[config.mk]
export PLATFORM = sky130hd
export DESIGN_NAME = crc_dt_ctl
export DESIGN_NICKNAME = d
export VERILOG_FILES = /design/src/rtl/crc_chk_pkg.sv /design/src/rtl/crc_dt_ctl.sv
export SDC_FILE = /design/constraint.sdc
export NUM_CORES = 1
export LEC_CHECK = 0
export ABC_AREA = 1
export BUFFER_PORTS_ARGS = -buffer_cell sky130_fd_sc_hd__buf_4
export CAP_MARGIN = 20
export CORE_AREA = 4 4 41 43
export CTS_CLUSTER_SIZE = 28
export DETAILED_ROUTE_END_ITERATION = 12
export DIE_AREA = 0 0 45 47
export PLACE_DENSITY = 0.49
export SLEW_MARGIN = 0
export SYNTH_ARGS = -nofsm -noshare
export SYNTH_HDL_FRONTEND = slang
export SYNTH_SLANG_ARGS = --single-unit
[constraint.sdc]
create_clock -name clk -period 0.8 [get_ports clk]
set_clock_uncertainty 0.2 [all_clocks]
set_input_delay 0.16 -clock clk [delete_from_list [all_inputs] [get_ports clk]]
set_output_delay 0.16 -clock clk [all_outputs]
set_load 0.005 [all_outputs]
[src/rtl/crc_chk_pkg.sv]
package crc_chk_pkg;
  typedef enum logic [1:0] {
    VIEW_RUN  = 2'b00,
    VIEW_HOLD = 2'b01,
    VIEW_RCV  = 2'b10,
    VIEW_SEED = 2'b11
  } view_e;

  localparam int CSR_ERR  = 7;
  localparam int CSR_AUTO = 5;
  localparam int CSR_TSD  = 4;
  localparam int CSR_TCK  = 3;
  localparam int CSR_TAD  = 2;
  localparam int CFG_NRC  = 6;
endpackage

[src/rtl/crc_dt_ctl.sv]
module crc_dt_ctl
  import crc_chk_pkg::*;
(
  input  logic       clk,
  input  logic       rst_n,
  input  logic       csr_wr,
  input  logic [7:0] csr_wdata,
  input  logic       cfg_wr,
  input  logic [7:0] cfg_wdata,
  output logic       auto_seed,
  output logic       tst_seed,
  output logic       tst_chk,
  output logic       tst_add,
  output view_e      view,
  output logic       no_req_chk,
  output logic       w1c_err
);
  // Strobes live for the single cycle after the write, then drop.
  always_ff @(posedge clk or negedge rst_n) begin
    if (!rst_n) begin
      auto_seed  <= 1'b0;
      tst_seed   <= 1'b0;
      tst_chk    <= 1'b0;
      tst_add    <= 1'b0;
      view       <= VIEW_RUN;
      no_req_chk <= 1'b0;
    end else begin
      tst_seed <= csr_wr & csr_wdata[CSR_TSD];
      tst_chk  <= csr_wr & csr_wdata[CSR_TCK];
      tst_add  <= csr_wr & csr_wdata[CSR_TAD];
      if (csr_wr) begin
        auto_seed <= csr_wdata[CSR_AUTO];
        view      <= view_e'(csr_wdata[1:0]);
      end
      if (cfg_wr) no_req_chk <= cfg_wdata[CFG_NRC];
    end
  end

  assign w1c_err = csr_wr & csr_wdata[CSR_ERR];
endmodule

Yosys cells after proc, flatten, opt, wreduce, memory -nomap -nowiden
Index checks and enable logic that the tools add are counted.
{ "word_totals": {"ff_bits": 7, "input_bits": 20, "out_inout_bits": 8, "elab_cells": 10} }
{ "op_classes": {"n_bitwise": 4} }
{ "op_table": {"columns": ["operator", "n"], "rows": [
  ["1-bit bitwise AND", 4]
]} }

Depth between registers and ports, before layout
{ "logic_depth": {"depth_word": 1, "depth_mapped": 4, "mapped_depth_nobuf": 3} }

Worst setup path before layout
Ideal clock, no wire load.
{ "synth_path": {"path_type": "reg-to-reg", "start": "register auto_seed (netlist name)", "end": "register auto_seed", "setup_ns": 0.116, "t_arrival_ns": 0.465, "required_time_ns": 0.484, "path_slack_ns": 0.019, "path_stages_with_launch": 3, "path_buffers": 0, "period_less_slack_ns": 0.781, "cell_sequence": "dfrtp_1 > nand2_1 > nand2_1"} }
{ "synth_lines": {"columns": ["item", "line", "rtl"], "rows": [
  ["end signal, assigned", "crc_dt_ctl.sv:32", "auto_seed <= csr_wdata[CSR_AUTO];"],
  ["end, declared", "crc_dt_ctl.sv:10", "output logic auto_seed,"]
]} }

Worst setup path after layout
{ "layout_path": {"start": "register view[0]", "end": "output view[0]"} }
{ "layout_lines": {"columns": ["item", "line", "rtl"], "rows": [
  ["start, declared", "crc_dt_ctl.sv:14", "output view_e view,"],
  ["start signal, assigned", "crc_dt_ctl.sv:33", "view <= view_e'(csr_wdata[1:0]);"]
]} }
No word-level cell between the ends.

==> results.md <==
- The worst hold path terminates at tst_seed.
- The H-tree depth is 1.
- The max-cap violation count is 0.
- Summing every instance area after synthesis gives 262.8 µm².
- Summed over all nets, the half-perimeter wirelength after detailed placement is 474.4 µm.
- The gate count after technology mapping is 30.
- The minimum clock period is 1.137 ns.
- After synthesis the netlist holds a flip-flop and latch count of 7.
- The largest voltage drop on the vdd net is 0.0008188 V.
- In this run the worst hold path is classified as primary input to register.
- The number of nets in the finished design is a little under 80.
- The worst setup path is of the register to output port kind.
- Measured in cells, the most critical reg-to-reg path has a length of 3.
- The detailed router's first-iteration violation count is 0.
- The run finished, with violations left.
- The detailed-route vias per instance is roughly 3.8.
- After floorplanning, the core was sized to cover 1301 µm².
- The nature of the critical path startpoint is a register.
- The number of vias after detailed routing is 275.
- Dividing the final minimum period by the clock period gives 142.1%.
- Pin placement for this block handled 28 I/O pins.
- The achievable frequency is 0.8796 GHz.
- The critical path required time is 0.44 ns.
- The signal on the critical path passes through buf_6.
- The number of global-route vias before repair is 282.
- Summed over all layers, the global routing overflow is 0.
- In this run the remaining antenna-violating nets after routing total 0.
- Global routing used 12.99% of the available met2 tracks.
- The analysis attributes to cell leakage a power of approximately 0.33 nW.
- The least setup slack across all paths after layout is -0.3369 ns.
- The number of antenna violations at the first check in global routing is 0.
- The initial core utilization is 20.19%.
- The final hold slack is -0.1008 ns.
- The number of buffers inserted by port buffering is 19.
- The setup check on the worst reg-to-reg path leaves a slack of -0.14 ns.
- After detailed placement, the design holds a cell count of 65.
- Setup repair after global routing could not meet its margin everywhere.
- The met3 usage is 5.364%.
- 0 antenna diodes ended up in the layout.
- Routability-driven placement finished with a final weighted congestion of 0.6373.
- Entering global routing, the biggest net connects 8 pins.
- The insertion delay of the later-clocked pin in the worst-skew pair is between 0.2 and 0.3 ns.
- The wire length of the first global-routing pass is 1269 µm.
- Setup violations remaining at the end of the flow were counted as 9.
- The cell with the largest stage delay on the worst path is dfrtp_1.
- In this run the critical register-to-register path is launched from view[0].
- The total routing usage reported by global routing is 9.076%.
- The total clock buffers created by CTS is 3.
- The number of clock sinks is 7.
- The share of layout cells above drive strength 1 is 56.90%.
- The area enclosed by the die boundary is 2115 µm².
- The largest single stage delay on the critical path is 0.40 ns.
- The aggregate routed wire length is 690 µm.
- The combined buffer and inverter count along the critical path is 1.
- The unique cell type count in the Yosys netlist is 5.
- The worst hold path was traced through 3 stages.
- The met1 routing resource usage after global routing is 9.070%.
- The number of slew-limit violations in the final report was 0.
- The placement row count is 13.
- The worst slew slack as a fraction of its limit is 92.71%.
- The final reports fail on negative hold slack, negative setup slack.
- The root buffer selected by CTS is clkbuf_4.
- The area growth from synthesis to final layout is 110.5%.
- The overall power consumption is 0.9158 mW.
- The count of endpoints failing hold in the final timing report is 7.
- For this run, design rule violations remaining after detail routing come to 0.
- Data on the critical path arrives at its endpoint at roughly 0.78 ns.
- The worst min-delay path startpoint is csr_wdata[4].
- The slew at the pin closest to its max-slew limit is 0.1093 ns.
- For this design the ratio of total power to cell area is 1656 nW/µm².
- The count of TritonRoute iterations in the first routing pass is 1.
- The largest fanout of any net on the critical path is 2.
- In this run the cell area measured after placement is 434.2 µm².
- The largest delay contributor family on the critical path is flip-flops.
- The highest-utilization routing layer at the global route stage is met2.
- The average cell area after synthesis is 8.758 µm².
- The number of nets in the synthesized netlist is 50.
- The number of buffers added to fix hold violations after cts is 1.
- During synthesis, Yosys emitted a total of 0 warnings.
- The floorplan step set the die width to ~45 µm.
- The number of buffers on the longest clock path is 2.
- The die is 47 µm tall.
- The endpoint identified for the worst register-to-register timing path is view[0].
- The final cell count without fillers is 73.
- The depth of the critical timing path with buffers and inverters included is 1.
- The routed length per placed instance is 9.452 µm.
- The kind of end point of the critical path is an output port.
- The sequential cell area fraction in the yosys report is 66.67%.
- The post-route cell area is between 500 and 600 µm².
- The CTS clock-pin slew for the worst setup and hold paths is 0.06 ns.
- After routing, the total negative slack on setup checks comes to -2.396 ns.
- The TritonCTS clock tree is yes.
## cell usage after synthesis
cell type  instances  area share, %
inv_2              1            1.4
nand2_1           16             23
buf_2              1            1.9
inv_1              5            7.1
dfrtp_1            7             67
## cell usage in the layout (no fill, tap or decap), types with 2 or more instances in the layout
cell and count:
buf_4 13, nand2_1 12, buf_6 10, dfrtp_1 7, inv_1 4, nand2_2 3, clkbuf_4 3, inv_2 2
## final cells by class
class	instances	area [µm²]
clock buffers	4	26.28
fillers	142	748.2
inverters	6	22.52
multi-input cells	16	75.07
flip-flops and latches	7	175.2
well taps	15	18.77
repair buffers	25	235.2
## where the power goes
| group | leakage, nW | internal [mW] | total (mW) | switching, mW |
|---|---|---|---|---|
| registers | 0.0874 | 0.380 | 0.397 | 0.0170 |
| logic | 0.224 | 0.130 | 0.194 | 0.0635 |
| clock network | 0.0150 | 0.191 | 0.325 | 0.134 |
| total | 0.326 | 0.701 | 0.916 | 0.215 |
## kinds of logic (layout without fill, tap and decap cells)
kind of cell / after synthesis / after routing / synth area share, %
buffers and inverters: 7 / 35 / 10.47
DFF: 7 / 7 / 66.67
and+or+nand+nor: 16 / 16 / 22.86
## metrics by stage
step	setup WS [ns]	hold slack [ns]	util, %
floorplan	0.01851	-0.3356	-
global placement	-0.06171	-0.2198	33.37
detailed placement	-0.06516	-0.2199	33.37
CTS	-0.3350	-0.1132	41.44
global route	-0.3642	-0.1225	42.50
finish	-0.3369	-0.1008	42.50
## repair_timing
item                       CTS  global route
buffers inserted             3             0
setup endpoints to repair    8            12
hold endpoints to repair    14             7
pin swaps                    2             4
resized for setup           14             4
## registers in the layout, indices dropped and copies added, names as in the netlist
register    count
view            2
tst_chk         1
tst_add         1
tst_seed        1
auto_seed       1
no_req_chk      1
## per-layer routing
metal	part of all wire [%]	up-vias	routed length, µm
li1	-	140	-
met1	39	122	270
met2	48	13	330
met3	13	0	90
met4	0	0	0
met5	0	-	0
## how the worst max path moves through the flow
stage          startpoint        end  slack [ns]
2_1_floorplan   auto_seed  auto_seed        0.02
3_3_place_gp       csr_wr    w1c_err       -0.06
3_5_place_dp       csr_wr    w1c_err       -0.07
4_1_cts           view[1]    view[1]       -0.34
5_1_grt           view[0]    view[0]       -0.36
6_report          view[0]    view[0]       -0.34
Power figures use the tool's default switching activity.
